--- src/rtl/rsm_pkg.sv ---
package rsm_pkg;
  typedef enum logic [0:0] {
    RSM_IDLE = 1'b0,
    RSM_WAIT = 1'b1
  } rsm_state_e;
endpackage

--- src/rtl/rsm_space_calc.sv ---
module rsm_space_calc #(
  parameter int ADDR_W = 16,
  parameter int GUARD  = 8
) (
  input  logic              clk,
  input  logic              rst_n,
  input  logic [ADDR_W-1:0] head_i,
  input  logic [ADDR_W-1:0] tail_i,
  input  logic [ADDR_W:0]   size_i,
  output logic [ADDR_W-1:0] head_m_o,
  output logic [ADDR_W:0]   free_now_o,
  output logic [ADDR_W:0]   free_q_o,
  output logic              empty_q_o
);
  localparam int CW = ADDR_W + 2;

  logic [ADDR_W:0]   size_m1;
  logic [ADDR_W-1:0] wrap_mask;
  logic [ADDR_W-1:0] tail_m;
  logic [CW-1:0]     diff;
  logic [CW-1:0]     wrapped;
  logic [ADDR_W:0]   free_d;
  logic              empty_d;

  always_comb begin
    size_m1   = size_i - 1'b1;
    wrap_mask = size_m1[ADDR_W-1:0];
    head_m_o  = head_i & wrap_mask;
    tail_m    = tail_i & wrap_mask;
    diff      = {2'b00, head_m_o} - {2'b00, tail_m} - CW'(GUARD);
    wrapped   = diff + {1'b0, size_i};
    if (!diff[CW-1]) begin
      free_d = diff[ADDR_W:0];
    end else if (!wrapped[CW-1]) begin
      free_d = wrapped[ADDR_W:0];
    end else begin
      free_d = '0;
    end
    empty_d    = (head_m_o == tail_m);
    free_now_o = free_d;
  end

  always_ff @(posedge clk or negedge rst_n) begin
    if (!rst_n) begin
      free_q_o  <= '0;
      empty_q_o <= 1'b0;
    end else begin
      free_q_o  <= free_d;
      empty_q_o <= empty_d;
    end
  end
endmodule

--- src/rtl/rsm_stall_timer.sv ---
module rsm_stall_timer #(
  parameter int ADDR_W     = 16,
  parameter int POLL_LIMIT = 10000
) (
  input  logic              clk,
  input  logic              rst_n,
  input  logic              start_i,
  input  logic              poll_fail_i,
  input  logic [ADDR_W-1:0] head_m_i,
  output logic              expire_o
);
  localparam int CNT_W = $clog2(POLL_LIMIT + 1);

  logic [CNT_W-1:0]  cnt_q, cnt_d;
  logic [ADDR_W-1:0] last_q, last_d;
  logic              poll_en;

  always_comb begin
    poll_en = start_i | poll_fail_i;
    cnt_d   = cnt_q;
    last_d  = last_q;
    if (start_i) begin
      cnt_d  = CNT_W'(1);
      last_d = head_m_i;
    end else if (poll_fail_i) begin
      cnt_d  = (head_m_i == last_q) ? cnt_q + 1'b1 : CNT_W'(1);
      last_d = head_m_i;
    end
    expire_o = poll_en && (cnt_d >= CNT_W'(POLL_LIMIT));
  end

  always_ff @(posedge clk or negedge rst_n) begin
    if (!rst_n) begin
      cnt_q  <= '0;
      last_q <= '0;
    end else if (poll_en) begin
      cnt_q  <= cnt_d;
      last_q <= last_d;
    end
  end
endmodule

--- src/rtl/rsm_req_ctrl.sv ---
module rsm_req_ctrl
  import rsm_pkg::*;
#(
  parameter int ADDR_W = 16,
  parameter int GUARD  = 8
) (
  input  logic            clk,
  input  logic            rst_n,
  input  logic            req_i,
  input  logic            req_drain_i,
  input  logic [ADDR_W:0] req_bytes_i,
  input  logic [ADDR_W:0] size_i,
  input  logic [ADDR_W:0] free_now_i,
  input  logic            expire_i,
  output logic            start_o,
  output logic            poll_fail_o,
  output logic            busy_o,
  output logic            grant_o,
  output logic            timeout_o
);
  rsm_state_e      state_q, state_d;
  logic [ADDR_W:0] need_q, need_d, need_sel;
  logic            grant_d, timeout_d;

  always_comb begin
    need_sel    = req_drain_i ? (size_i - (ADDR_W+1)'(GUARD)) : req_bytes_i;
    state_d     = state_q;
    need_d      = need_q;
    grant_d     = 1'b0;
    timeout_d   = timeout_o;
    start_o     = 1'b0;
    poll_fail_o = 1'b0;
    unique case (state_q)
      RSM_IDLE: begin
        if (req_i) begin
          timeout_d = 1'b0;
          need_d    = need_sel;
          if (free_now_i >= need_sel) begin
            grant_d = 1'b1;
          end else begin
            start_o = 1'b1;
            if (expire_i) begin
              timeout_d = 1'b1;
            end else begin
              state_d = RSM_WAIT;
            end
          end
        end
      end
      RSM_WAIT: begin
        if (free_now_i >= need_q) begin
          grant_d = 1'b1;
          state_d = RSM_IDLE;
        end else begin
          poll_fail_o = 1'b1;
          if (expire_i) begin
            timeout_d = 1'b1;
            state_d   = RSM_IDLE;
          end
        end
      end
      default: state_d = RSM_IDLE;
    endcase
  end

  always_ff @(posedge clk or negedge rst_n) begin
    if (!rst_n) begin
      state_q   <= RSM_IDLE;
      need_q    <= '0;
      grant_o   <= 1'b0;
      timeout_o <= 1'b0;
    end else begin
      state_q   <= state_d;
      need_q    <= need_d;
      grant_o   <= grant_d;
      timeout_o <= timeout_d;
    end
  end

  assign busy_o = (state_q == RSM_WAIT);
endmodule

--- src/rtl/ring_space_monitor.sv ---
module ring_space_monitor #(
  parameter int ADDR_W     = 16,
  parameter int GUARD      = 8,
  parameter int POLL_LIMIT = 10000
) (
  input  logic              clk,
  input  logic              rst_n,
  input  logic [ADDR_W-1:0] head_i,
  input  logic [ADDR_W-1:0] tail_i,
  input  logic [ADDR_W:0]   size_i,
  input  logic              req_i,
  input  logic              req_drain_i,
  input  logic [ADDR_W:0]   req_bytes_i,
  output logic [ADDR_W:0]   free_o,
  output logic              empty_o,
  output logic              busy_o,
  output logic              grant_o,
  output logic              timeout_o
);
  logic [1:0]        rst_sync_q;
  logic              rst_int_n;
  logic [ADDR_W-1:0] head_m;
  logic [ADDR_W:0]   free_now;
  logic              start, poll_fail, expire;

  always_ff @(posedge clk or negedge rst_n) begin
    if (!rst_n) rst_sync_q <= 2'b00;
    else        rst_sync_q <= {rst_sync_q[0], 1'b1};
  end
  assign rst_int_n = rst_sync_q[1];

  rsm_space_calc #(.ADDR_W(ADDR_W), .GUARD(GUARD)) u_space (
    .clk        (clk),
    .rst_n      (rst_int_n),
    .head_i     (head_i),
    .tail_i     (tail_i),
    .size_i     (size_i),
    .head_m_o   (head_m),
    .free_now_o (free_now),
    .free_q_o   (free_o),
    .empty_q_o  (empty_o)
  );

  rsm_stall_timer #(.ADDR_W(ADDR_W), .POLL_LIMIT(POLL_LIMIT)) u_timer (
    .clk         (clk),
    .rst_n       (rst_int_n),
    .start_i     (start),
    .poll_fail_i (poll_fail),
    .head_m_i    (head_m),
    .expire_o    (expire)
  );

  rsm_req_ctrl #(.ADDR_W(ADDR_W), .GUARD(GUARD)) u_ctrl (
    .clk         (clk),
    .rst_n       (rst_int_n),
    .req_i       (req_i),
    .req_drain_i (req_drain_i),
    .req_bytes_i (req_bytes_i),
    .size_i      (size_i),
    .free_now_i  (free_now),
    .expire_i    (expire),
    .start_o     (start),
    .poll_fail_o (poll_fail),
    .busy_o      (busy_o),
    .grant_o     (grant_o),
    .timeout_o   (timeout_o)
  );
endmodule

--- config.mk ---
export PLATFORM = sky130hd
export DESIGN_NAME = ring_space_monitor
export DESIGN_NICKNAME = d
export VERILOG_FILES = /design/src/rtl/rsm_pkg.sv /design/src/rtl/rsm_space_calc.sv /design/src/rtl/rsm_stall_timer.sv /design/src/rtl/rsm_req_ctrl.sv /design/src/rtl/ring_space_monitor.sv
export SDC_FILE = /design/constraint.sdc
export NUM_CORES = 1
export LEC_CHECK = 0
export BUFFER_PORTS_ARGS = -buffer_cell sky130_fd_sc_hd__buf_2
export CORE_MARGIN = 2
export CORE_UTILIZATION = 50
export CTS_CLUSTER_SIZE = 30
export DETAILED_ROUTE_END_ITERATION = 6
export PLACE_DENSITY = 0.78
export SETUP_SLACK_MARGIN = 0.15
export SYNTH_ARGS = -nofsm -noshare
export SYNTH_HDL_FRONTEND = slang
export SYNTH_SLANG_ARGS = --single-unit
--- constraint.sdc ---
create_clock -name clk -period 2.8 [get_ports clk]
set_input_delay 0.56 -clock clk [delete_from_list [all_inputs] [get_ports clk]]
set_output_delay 0.56 -clock clk [all_outputs]
set_load 0.05 [all_outputs]
==> run summary <==
STA
-----------------------------------------------------------------------------------------
Actual slew at the worst max-slew pin                                            762.8 ps
Worst slew margin relative to its limit                                            49.15%
Clock Skew                                                                       16.78 ps
Final WS setup                                                                   -4915 ps
Max-slew violation count                                                                0
Finish-stage setup viols                                                               50
Final Critical Period                                                             7715 ps
Highest achievable clock rate                                                   129.6 MHz
Final worst path period share                                                      275.5%
Setup Total Neg Slack                                                          -203500 ps
Unrepaired setup endpoints after global routing                                      true
Final hold viol count                                                                   0

FINISH
-----------------------------------------------------------------------------------------
Number of nets at the end of the flow                                                1294
Area taken by flip-flops and latches                                         0.001753 mm²
Area growth syn-to-layout                                                          72.12%
Fill cell instance count of the final layout                                          550
Fraction of final layout cells sized beyond drive strength 1                       51.91%
Post-Layout Inst Area                                                         0.01154 mm²
Area occupied by multi-input gates                                           0.006097 mm²

SYNTHESIS
-----------------------------------------------------------------------------------------
Mapped Avg Cell Area                                                            8.542 µm²
Cell area after synthesis                                                    0.006705 mm²
Proportion of register bits with asynchronous set or reset after synthesis         100.0%
Most used DFF post-synth                                                     sky130_fd_sc_hd__dfrtp_1
Count of mapped cells out of synthesis                                                785
Synth Net Count                                                                       930
Largest area contributor in the synthesized netlist                          sky130_fd_sc_hd__dfrtp_1
Part of the Yosys area used for sequential elements                                26.12%
Number of storage elements in the synthesis netlist                                    70
Fraction of synthesized cell area taken by the top area cell type                  26.12%
Dominant cells by area after synthesis                                       sky130_fd_sc_hd__dfrtp_1 26%, sky130_fd_sc_hd__ha_1 14%, sky130_fd_sc_hd__xnor2_1 5.6%
Synth unique cells                                                                     83
Number of synthesis warnings                                                            0
Number of enable-type register cells in the synthesized netlist                         0

CLOCK TREE
-----------------------------------------------------------------------------------------
Number of clock sinks                                                                  70
Insertion delay of the later-clocked pin in the worst-skew pair                    370 ps
Inserted Clock Buffers                                                                  9
Clock root buffer                                                            sky130_fd_sc_hd__clkbuf_16
Clock-pin slew on the worst setup and hold paths                                    80 ps
Max Buffers Root-to-Sink                                                                2
Max H-tree Level                                                                        3
Clock tree from TritonCTS                                                             yes

POWER
-----------------------------------------------------------------------------------------
Total power                                                                      10.74 mW
Leakage                                                                          5.258 nW
Worst VDD drop                                                                   560.5 µV
Power density over the cells                                                 930.5 mW/mm²

GLOBAL ROUTE
-----------------------------------------------------------------------------------------
GRT Resource Usage Total                                                           38.32%
Sum of overflow across all layers after global routing                                  0
Antenna violations before repair                                                        1
First-pass GRT wire length                                                       43030 µm
Pin count of the biggest net entering global routing                                   37
Vias in the first global route                                                       8320

DRT
-----------------------------------------------------------------------------------------
Number of remaining DRC errors                                                          0
Routed via count divided by cell count                                              6.745
Detail Route Antenna Nets                                                               0
Via count                                                                            8984
Total routed wirelength                                                          34290 µm
Number of DRC violations after detailed-routing iteration 0                          1467
Drt first pass iters                                                                    7
Routed length per placed instance                                                25.74 µm

FLOORPLANNING
-----------------------------------------------------------------------------------------
Number of I/O pins                                                                     91
Die extent in x                                                                  119.8 µm
Chip Height                                                                      119.8 µm
Initial cell density of the core                                                   50.83%
DIE AREA                                                                      0.01435 mm²
Number of rows in the core area                                                        42
Core region area                                                              0.01319 mm²

CRITICAL PATH
-----------------------------------------------------------------------------------------
Critical-path top delay cell                                                 sky130_fd_sc_hd__or4b_4
Worst reg-to-reg setup slack                                                       -60 ps
Family with the most delay on the worst path                                 simple AND/OR/NAND/NOR gates
Delay contributed by the slowest stage of the critical path                        540 ps
Startpoint Class                                                               input port
Required time of the critical path                                                3040 ps
Cell count along the critical path                                                     34
RR Startpoint                                                                u_ctrl.need_q[10]
CP Class                                                                     input port to register
CP max FO                                                                               8
Kind of end point of the critical path                                           register
Worst r2r dst                                                                u_ctrl.timeout_o
R2R cell count                                                                         11
Launching element of the worst setup path                                       size_i[1]
Critical path arrival                                                             7960 ps
End of the critical path                                                     u_timer.last_q[8]
WP buf/inv                                                                              6

PLACE
-----------------------------------------------------------------------------------------
Instance area after placement                                                0.009279 mm²
Final weighted congestion of routability-driven global placement                   0.9192
Hpwl dp                                                                          16900 µm
Pre-CTS worst setup slack                                                        -4987 ps
Number of buffer cells added on primary ports                                          90

JOB
-----------------------------------------------------------------------------------------
Number of max-cap violations                                                            0

RUN STATUS
-----------------------------------------------------------------------------------------
Violations in the final reports                                              negative setup slack
Status                                                                       finished, violations left

WORST HOLD PATH
-----------------------------------------------------------------------------------------
Type of the worst min-delay path                                             register to asynchronous set/reset pin

[worst reg2reg max path, cell delays in order (launching register included)]
cell and delay, ps:
sky130_fd_sc_hd__dfrtp_1 430, sky130_fd_sc_hd__inv_1 240, sky130_fd_sc_hd__ha_4 260, sky130_fd_sc_hd__a21oi_2 150, sky130_fd_sc_hd__nor2_1 70, sky130_fd_sc_hd__a211oi_2 180
sky130_fd_sc_hd__o21ai_2 130, sky130_fd_sc_hd__a211oi_2 290, sky130_fd_sc_hd__mux2_4 350, sky130_fd_sc_hd__nor4_4 250, sky130_fd_sc_hd__o31ai_4 120, sky130_fd_sc_hd__a32o_1 280
[flip-flops by register name, summed over array words and instances, names as in the netlist]
register / flops
rst_sync_q: 2
u_timer.cnt_q: 14
u_ctrl.busy_o: 1
u_timer.last_q: 16
u_space.empty_q_o: 1
u_ctrl.grant_o: 1
u_ctrl.timeout_o: 1
u_ctrl.need_q: 17
u_space.free_q_o: 17
[worst min-delay path by stage]
stage	startpoint	endpoint	slack, ps	depth (start not counted)
after global routing	rst_sync_q[0]	rst_sync_q[1]	360	0
after floorplan	rst_n	rst_sync_q[0]	260	0
final	rst_sync_q[1]	u_ctrl.need_q[12]	330	0
after global placement	rst_sync_q[0]	rst_sync_q[1]	340	0
after CTS	rst_sync_q[0]	rst_sync_q[1]	350	0
after detailed placement	rst_sync_q[0]	rst_sync_q[1]	340	0
[synthesized netlist by cell type (8+ instances only)]
cell                       number
sky130_fd_sc_hd__mux2_2        12
sky130_fd_sc_hd__o21ai_0       64
sky130_fd_sc_hd__clkbuf_1      12
sky130_fd_sc_hd__xnor2_1       43
sky130_fd_sc_hd__inv_1         44
sky130_fd_sc_hd__xor2_1        31
sky130_fd_sc_hd__nand3_1       27
sky130_fd_sc_hd__nor2_1        51
sky130_fd_sc_hd__nand2b_1      19
sky130_fd_sc_hd__ha_1          73
sky130_fd_sc_hd__o31ai_1        8
sky130_fd_sc_hd__a21o_1         9
sky130_fd_sc_hd__dfrtp_1       70
sky130_fd_sc_hd__a21oi_1       32
sky130_fd_sc_hd__or3_1          9
sky130_fd_sc_hd__nand4_1        8
sky130_fd_sc_hd__nand2_1       91
sky130_fd_sc_hd__nor3_1        14
[logic make-up after synthesis]
| family | count (synthesis) | share of synthesized area, % |
|---|---|---|
| multiplexers | 19 | 3.135 |
| AO/OA/AOI/OAI | 198 | 20.56 |
| XOR/XNOR | 74 | 9.666 |
| other | 1 | 0.05593 |
| AND/OR/NAND/NOR | 280 | 21.93 |
| buffers and inverters | 68 | 4.311 |
| adder cells (fa/ha/maj) | 75 | 14.22 |
| flip-flops | 70 | 26.12 |
[power breakdown]
group,leakage (nW),switching (mW),internal (mW)
clock network,0.156,0.531,0.812
logic,4.21,4.21,3.62
registers,0.897,0.231,1.34
total,5.26,4.97,5.77
[routing by layer]
| metal | share of wire [%] | vias up | track usage, % |
|---|---|---|---|
| li1 | - | 3565 | - |
| met1 | 34 | 4247 | 45.56 |
| met2 | 45 | 848 | 62.96 |
| met3 | 11 | 324 | 7.747 |
| met4 | 9.8 | 0 | 24.78 |
| met5 | 0 | - | 0 |
[cell usage in the layout (no fill, tap or decap), types with 7 or more instances in the layout]
master	n
sky130_fd_sc_hd__buf_4	240
sky130_fd_sc_hd__buf_2	84
sky130_fd_sc_hd__nand2_1	83
sky130_fd_sc_hd__dfrtp_1	69
sky130_fd_sc_hd__o21ai_0	46
sky130_fd_sc_hd__ha_1	43
sky130_fd_sc_hd__nor2_1	40
sky130_fd_sc_hd__inv_1	38
sky130_fd_sc_hd__xnor2_1	34
sky130_fd_sc_hd__buf_6	31
sky130_fd_sc_hd__xor2_1	28
sky130_fd_sc_hd__ha_4	26
sky130_fd_sc_hd__nand3_1	24
sky130_fd_sc_hd__nand2b_1	15
sky130_fd_sc_hd__a21oi_1	14
sky130_fd_sc_hd__a21oi_2	13
sky130_fd_sc_hd__o21ai_1	12
sky130_fd_sc_hd__nor3_1	11
sky130_fd_sc_hd__o2bb2ai_4	11
sky130_fd_sc_hd__mux2_4	11
sky130_fd_sc_hd__clkbuf_16	10
sky130_fd_sc_hd__o21ai_2	9
sky130_fd_sc_hd__a21o_1	9
sky130_fd_sc_hd__buf_12	9
sky130_fd_sc_hd__nand4_1	8
sky130_fd_sc_hd__xnor2_2	7
sky130_fd_sc_hd__or3_4	7
sky130_fd_sc_hd__and3_1	7
sky130_fd_sc_hd__a21oi_4	7
sky130_fd_sc_hd__buf_8	7
[stage by stage]
stage / util (%) / hold WS (ps) / std cells
floorplan: - / 264.4 / 785
global placement: 70.35 / 336.3 / 1256
detailed placement: 70.35 / 340.2 / 1256
CTS: 80.47 / 353.9 / 1310
global route: 87.46 / 363.4 / 1330
finish: 87.50 / 325.7 / 1332
[repair_timing]
item                                   4_1_cts  5_1_grt
pin swaps                                   44       61
setup endpoints to repair                   51       51
gates cloned                                 3        0
setup buffers                               34       20
hold buffers                                 1        0
endpoints found under the hold margin        2        0
resized for setup                          134      135
[layout make-up]
cell class | count | share of cell area, %
multi-input combinational | 647 | 52.83
timing repair buffer | 375 | 25.53
sequential | 70 | 15.19
clock buffer | 10 | 2.071
tap | 176 | 1.908
inverter | 46 | 1.626
clock inverter | 6 | 0.8023
antenna | 2 | 0.04337
Note: power is estimated with default switching activity, not from simulation.
